$ cat src/rtl/uart_irq_pkg.sv
package uart_irq_pkg;

    localparam int NUM_SRC = 6;

    typedef enum logic [2:0] {
        SRC_NONE   = 3'd0,
        SRC_LINE   = 3'd1,
        SRC_RXDATA = 3'd2,
        SRC_RXTO   = 3'd3,
        SRC_THRE   = 3'd4,
        SRC_TXDONE = 3'd5,
        SRC_MODEM  = 3'd6
    } irq_src_e;

    typedef enum logic [1:0] {
        TO_IDLE  = 2'd0,
        TO_COUNT = 2'd1,
        TO_FIRED = 2'd2
    } to_state_e;

endpackage

$ cat src/rtl/uart_irq_rxto.sv
module uart_irq_rxto
    import uart_irq_pkg::*;
#(
    parameter int CNT_W    = 5,
    parameter int TO_CHARS = 4
) (
    input  logic             clk,
    input  logic             rst_n,
    input  logic             fifo_en,
    input  logic [CNT_W-1:0] rx_count,
    input  logic [CNT_W-1:0] trig_lvl,
    input  logic             rx_push,
    input  logic             rx_pop,
    input  logic             char_tick,
    output logic             to_pend,
    output to_state_e        state_o
);

    localparam int TCW = (TO_CHARS > 1) ? $clog2(TO_CHARS) : 1;
    localparam logic [TCW-1:0] LAST_TICK = TCW'(TO_CHARS - 1);

    to_state_e      state_q, state_d;
    logic [TCW-1:0] ticks_q, ticks_d;
    logic           eligible;

    assign eligible = fifo_en && (rx_count != '0) && (rx_count < trig_lvl)
                      && !rx_push && !rx_pop;

    // state register
    always_ff @(posedge clk or negedge rst_n) begin
        if (!rst_n) begin
            state_q <= TO_IDLE;
            ticks_q <= '0;
        end else begin
            state_q <= state_d;
            ticks_q <= ticks_d;
        end
    end

    // next state
    always_comb begin
        state_d = state_q;
        ticks_d = ticks_q;
        unique case (state_q)
            TO_IDLE: begin
                ticks_d = '0;
                if (eligible) state_d = TO_COUNT;
            end
            TO_COUNT: begin
                if (!eligible) begin
                    state_d = TO_IDLE;
                    ticks_d = '0;
                end else if (char_tick) begin
                    if (ticks_q == LAST_TICK) begin
                        state_d = TO_FIRED;
                        ticks_d = '0;
                    end else begin
                        ticks_d = ticks_q + 1'b1;
                    end
                end
            end
            TO_FIRED: begin
                ticks_d = '0;
                if (rx_count == '0) state_d = TO_IDLE;
            end
            default: begin
                state_d = TO_IDLE;
                ticks_d = '0;
            end
        endcase
    end

    // outputs
    always_comb begin
        to_pend = (state_q == TO_FIRED) && (rx_count != '0);
        state_o = state_q;
    end

endmodule

$ cat src/rtl/uart_irq_flags.sv
module uart_irq_flags (
    input  logic clk,
    input  logic rst_n,
    input  logic thr_empty,
    input  logic thr_write,
    input  logic tsr_done,
    input  logic par_err,
    input  logic frm_err,
    input  logic ovr_err,
    input  logic brk_det,
    input  logic nine_bit,
    input  logic lsr_read,
    input  logic msr_change,
    input  logic msr_read,
    output logic thre_flag,
    output logic txdone_flag,
    output logic line_flag,
    output logic modem_flag
);

    logic thr_empty_q;
    logic thre_rise;
    logic line_hit;

    assign thre_rise = thr_empty && !thr_empty_q;
    assign line_hit  = frm_err || ovr_err || brk_det || (par_err && !nine_bit);

    always_ff @(posedge clk or negedge rst_n) begin
        if (!rst_n) begin
            thr_empty_q <= 1'b1;
            thre_flag   <= 1'b0;
            txdone_flag <= 1'b0;
            line_flag   <= 1'b0;
            modem_flag  <= 1'b0;
        end else begin
            thr_empty_q <= thr_empty;
            // a write to the holding register clears both transmit sources
            if (thr_write)      thre_flag <= 1'b0;
            else if (thre_rise) thre_flag <= 1'b1;
            if (thr_write)      txdone_flag <= 1'b0;
            else if (tsr_done)  txdone_flag <= 1'b1;
            // a new event beats a simultaneous read so nothing is lost
            if (line_hit)       line_flag <= 1'b1;
            else if (lsr_read)  line_flag <= 1'b0;
            if (msr_change)     modem_flag <= 1'b1;
            else if (msr_read)  modem_flag <= 1'b0;
        end
    end

endmodule

$ cat src/rtl/uart_irq_prio.sv
module uart_irq_prio
    import uart_irq_pkg::*;
(
    input  logic [NUM_SRC-1:0] pend,
    output irq_src_e           id,
    output logic               any
);

    always_comb begin
        id  = SRC_NONE;
        any = |pend;
        // scan from lowest priority so the highest one is written last
        for (int i = NUM_SRC - 1; i >= 0; i--) begin
            if (pend[i]) id = irq_src_e'(3'(i + 1));
        end
    end

endmodule

$ cat src/rtl/uart_irq_ctrl.sv
module uart_irq_ctrl
    import uart_irq_pkg::*;
#(
    parameter int FIFO_DEPTH = 16,
    parameter int TO_CHARS   = 4,
    parameter int TRIG_L0    = 1,
    parameter int TRIG_L1    = 4,
    parameter int TRIG_L2    = 8,
    parameter int TRIG_L3    = 14,
    parameter int CNT_W      = $clog2(FIFO_DEPTH + 1)
) (
    input  logic             clk,
    input  logic             rst_n,
    input  logic             fifo_en,
    input  logic [1:0]       trig_sel,
    input  logic [CNT_W-1:0] rx_count,
    input  logic             rx_push,
    input  logic             rx_pop,
    input  logic             char_tick,
    input  logic             thr_empty,
    input  logic             thr_write,
    input  logic             tsr_done,
    input  logic             par_err,
    input  logic             frm_err,
    input  logic             ovr_err,
    input  logic             brk_det,
    input  logic             nine_bit,
    input  logic             lsr_read,
    input  logic             msr_change,
    input  logic             msr_read,
    input  logic             en_rx,
    input  logic             en_thre,
    input  logic             en_txdone,
    input  logic             en_line,
    input  logic             en_modem,
    output logic             irq,
    output logic [2:0]       irq_id
);

    logic [CNT_W-1:0]   trig_lvl;
    logic               rx_ready;
    logic               to_pend;
    to_state_e          to_state;
    logic               thre_flag, txdone_flag, line_flag, modem_flag;
    logic [NUM_SRC-1:0] pend;
    irq_src_e           id_comb;
    logic               any_comb;
    irq_src_e           id_q;

    always_comb begin
        unique case (trig_sel)
            2'd0: trig_lvl = CNT_W'(TRIG_L0);
            2'd1: trig_lvl = CNT_W'(TRIG_L1);
            2'd2: trig_lvl = CNT_W'(TRIG_L2);
            2'd3: trig_lvl = CNT_W'(TRIG_L3);
            default: trig_lvl = CNT_W'(TRIG_L0);
        endcase
    end

    assign rx_ready = fifo_en ? (rx_count >= trig_lvl) : (rx_count != '0);

    uart_irq_rxto #(.CNT_W(CNT_W), .TO_CHARS(TO_CHARS)) u_rxto (
        .clk       (clk),
        .rst_n     (rst_n),
        .fifo_en   (fifo_en),
        .rx_count  (rx_count),
        .trig_lvl  (trig_lvl),
        .rx_push   (rx_push),
        .rx_pop    (rx_pop),
        .char_tick (char_tick),
        .to_pend   (to_pend),
        .state_o   (to_state)
    );

    uart_irq_flags u_flags (
        .clk         (clk),
        .rst_n       (rst_n),
        .thr_empty   (thr_empty),
        .thr_write   (thr_write),
        .tsr_done    (tsr_done),
        .par_err     (par_err),
        .frm_err     (frm_err),
        .ovr_err     (ovr_err),
        .brk_det     (brk_det),
        .nine_bit    (nine_bit),
        .lsr_read    (lsr_read),
        .msr_change  (msr_change),
        .msr_read    (msr_read),
        .thre_flag   (thre_flag),
        .txdone_flag (txdone_flag),
        .line_flag   (line_flag),
        .modem_flag  (modem_flag)
    );

    // bit i carries source code i+1
    assign pend = { modem_flag  && en_modem,
                    txdone_flag && en_txdone,
                    thre_flag   && en_thre,
                    to_pend     && en_rx,
                    rx_ready    && en_rx,
                    line_flag   && en_line };

    uart_irq_prio u_prio (
        .pend (pend),
        .id   (id_comb),
        .any  (any_comb)
    );

    always_ff @(posedge clk or negedge rst_n) begin
        if (!rst_n) begin
            irq  <= 1'b0;
            id_q <= SRC_NONE;
        end else begin
            irq  <= any_comb;
            id_q <= id_comb;
        end
    end

    assign irq_id = id_q;

endmodule

$ cat config.mk
export PLATFORM = sky130hd
export DESIGN_NAME = uart_irq_ctrl
export DESIGN_NICKNAME = d
export VERILOG_FILES = /design/src/rtl/uart_irq_pkg.sv /design/src/rtl/uart_irq_rxto.sv /design/src/rtl/uart_irq_flags.sv /design/src/rtl/uart_irq_prio.sv /design/src/rtl/uart_irq_ctrl.sv
export SDC_FILE = /design/constraint.sdc
export NUM_CORES = 1
export LEC_CHECK = 0
export CAP_MARGIN = 10
export CORE_AREA = 2 2 39 41
export CTS_CLUSTER_DIAMETER = 120
export DETAILED_ROUTE_END_ITERATION = 8
export DIE_AREA = 0 0 41 43
export DONT_BUFFER_PORTS = 1
export MAX_ROUTING_LAYER = met4
export PLACE_DENSITY = 0.69
export SETUP_SLACK_MARGIN = 0.4
export SLEW_MARGIN = 20
export SYNTH_ARGS = -nofsm -noshare
export SYNTH_HDL_FRONTEND = slang
export SYNTH_SLANG_ARGS = --single-unit
$ cat constraint.sdc
create_clock -name clk -period 1.12 [get_ports clk]
set_input_delay 0.224 -clock clk [delete_from_list [all_inputs] [get_ports clk]]
set_output_delay 0.224 -clock clk [all_outputs]
set_load 0.01 [all_outputs]
==> flow_summary.toml <==
[sta]
fin_hold_ws_ns = -0.0208
slew_viol_final = 0
fmax_mhz = 903
hold_violations = 12
slew_headroom_pct = 63.8
worst_pin_slew_ns = 0.543
fin_crit_ns = 1.11
grt_setup_unrepaired = "true"
timing.final.crit_share_pct = 98.9
setup_viol = 0
skew_ns = 0.00636

[grt]
overflow = 0
grt_max_degree = 14
antenna_found_initial = 0
grt_pass1_vias = 619
grt_first_pass_wirelength_um = 2420
grtUsageTotal_pct = 21.1

[final_layout]
final_common_cell = "dfrtp_1"
fin_cells = 97
register_area_sq_um = 327
finish.instance_area_sq_um = 933
area_delta_synth_final_pct = 33.2
drive_above_1_share_pct = 38.3
antenna-diode-count = 0
fin_nets = 116
mostFrequentLayoutCells = "12 x dfrtp_1, 5 x inv_1, 5 x nand2_1"
nFillCells = 107
multiInputGateArea_sq_um = 459

[synthesis]
mappedNetlistArea_sq_um = 701
ys_seq_area_share_pct = 46.6
avgSynthCellArea_sq_um = 10.0
synth-seq-cells = 13
synth_warnings = 0
synth_fp_nets = 104
synth.distinct_cells = 29
synthCells = 70

[floorplan]
die_h_um = 43
io_pins = 33
row_count = 14
core-area_sq_um = 1380
die_area_sq_um = 1760
die-width_um = 41
initial_core_util_pct = 50.6

[power]
p_leak_nw = 0.415
peakVddDrop_uv = 619
power_w = 0.000954
pwr_density_cell_nw_per_um2 = 1020

[setup_path]
critPathMaxStageDelay_ns = 0.54
arrival_ns = 1.29
critPathMaxFanout = 4
slowest_stage = "or4_4"
rr_endpoint = "u_rxto.state_o[1]"
endpoint_kind = "flop"
cp_top_family = "simple AND/OR/NAND/NOR gates"
path_cells = "or4_4 -> nand2b_4 -> a41o_1 -> a22o_1"
ff2ff_setup_slack_ns = 0.04
path_buf_inv = 0
critPathRequiredTime_ns = 1.30
start_kind = "input port"
r2r-start = "u_rxto.state_o[1]"
rr_worst_depth = 3
crit_type = "input port to flop"

[clock_tree]
path_clk_slew_ns = 0.08
h-tree-depth = 1
clock_tree.buffer_depth = 2
clkSinkCount = 13
clk_latency_ns = 0.28
cts_inserted_buffers = 3
cts_tree = "done"
root_buffer = "clkbuf_4"

[worst_hold_path]
hold_path_class = "input port to asynchronous set/reset pin"

[detailed_routing]
drc = 0
routed_wl_um = 1530
dr.pass1.iters = 3
drt_iter0_drc = 3
ant_nets = 0
vias_per_cell = 6.05
vias = 587
wl_per_cell_um = 15.8

[job]
cap_violations = 0

[status]
status = "finished with violations"
violations = "hold timing"

[place]
gp_congestion = 0.795
dp_cells = 88
place_area_sq_um = 748
hpwl_um = 1180
port_buffers = 0
registers in the layout, indices dropped and copies added (netlist names):
register             cells
irq_id                   3
u_rxto.state_o           2
u_rxto.ticks_q           2
irq                      1
u_flags.line_flag        1
u_flags.modem_flag       1
u_flags.thr_empty_q      1
u_flags.thre_flag        1
u_flags.txdone_flag      1
kinds of logic (layout without fill, tap and decap cells):
| family | after synthesis | in the layout | synth area share (%) |
|---|---|---|---|
| and+or+nand+nor | 29 | 29 | 24.5 |
| AOI/OAI and AO/OA | 13 | 13 | 13.8 |
| muxes | 1 | 1 | 1.43 |
| buffers and inverters | 9 | 20 | 4.82 |
| DFF | 13 | 13 | 46.6 |
| adders and majority gates | 5 | 5 | 8.93 |
metal layers:
metal | GRT usage, % | up-vias | routed length [um]
li1 | - | 277 | -
met1 | 22.0 | 284 | 544
met2 | 35.0 | 23 | 866
met3 | 3.66 | 3 | 100
met4 | 12.0 | 0 | 21
met5 | - | - | 0
Yosys cell counts:
master | n | area (sq um)
and2b_2 | 1 | 8.76
and3_1 | 1 | 6.26
nor2_1 | 4 | 15.0
a21oi_1 | 3 | 15.0
nand4b_1 | 2 | 17.5
nand2b_4 | 1 | 13.8
o31ai_1 | 1 | 7.51
and4_1 | 1 | 8.76
a22o_1 | 1 | 8.76
dfstp_2 | 1 | 26.3
dfrtp_1 | 12 | 300
a22oi_1 | 1 | 7.51
o22ai_1 | 1 | 6.26
or4_4 | 1 | 11.3
nand4_1 | 2 | 12.5
ha_1 | 5 | 62.6
nor2b_1 | 1 | 6.26
nor4b_1 | 1 | 8.76
inv_1 | 9 | 33.8
a211oi_1 | 1 | 7.51
o221ai_1 | 1 | 8.76
a21o_1 | 1 | 7.51
mux2i_1 | 1 | 10.0
nor3_1 | 4 | 20.0
a41o_1 | 1 | 10.0
a32oi_1 | 1 | 8.76
nand3_1 | 4 | 20.0
nand2_1 | 6 | 22.5
a31o_2 | 1 | 8.76
through the flow:
stage | setup TNS [ns] | worst slack (ns) | util [%]
floorplan | -1.21 | -0.275 | -
global placement | -1.66 | -0.292 | 54.1
detailed placement | -1.79 | -0.311 | 54.1
CTS | 0 | 0.0318 | 60.8
global route | -0.0604 | -0.0229 | 67.5
finish | 0 | 0.0120 | 67.5
worst max path at each step:
stage,from,endpoint,slack [ns],cells after the start
final,rx_count[1],irq_id[0],0.01,4
after CTS,rx_count[1],irq_id[0],0.03,4
after floorplan,rx_count[4],irq_id[0],-0.28,4
after detailed placement,rx_count[4],irq_id[0],-0.31,4
after global placement,rx_count[4],irq_id[0],-0.29,4
after global routing,u_rxto.state_o[1],u_rxto.ticks_q[1],-0.02,3
where the power goes:
group | total, W | internal [W] | leakage (nW) | switching (W)
combinational | 0.000149 | 0.0000847 | 0.241 | 0.0000638
sequential | 0.000512 | 0.000492 | 0.159 | 0.0000200
clock | 0.000293 | 0.000138 | 0.0150 | 0.000155
final cells by class:
cell class,count,share of cell area (%)
clock buffers,4,2.82
inverters,9,3.89
multi-input cells,48,49.2
flip-flops and latches,13,35.0
well taps,16,2.14
repair buffers,7,6.97
repair_timing:
| item | CTS | global route |
|---|---|---|
| hold buffers | 3 | 1 |
| setup buffers | 1 | 0 |
| endpoints found under the setup margin | 13 | 27 |
| gates resized for setup | 5 | 19 |
| pin swaps | 10 | 10 |
| endpoints found under the hold margin | 15 | 1 |
No activity file was read; power rests on OpenSTA's default activity.
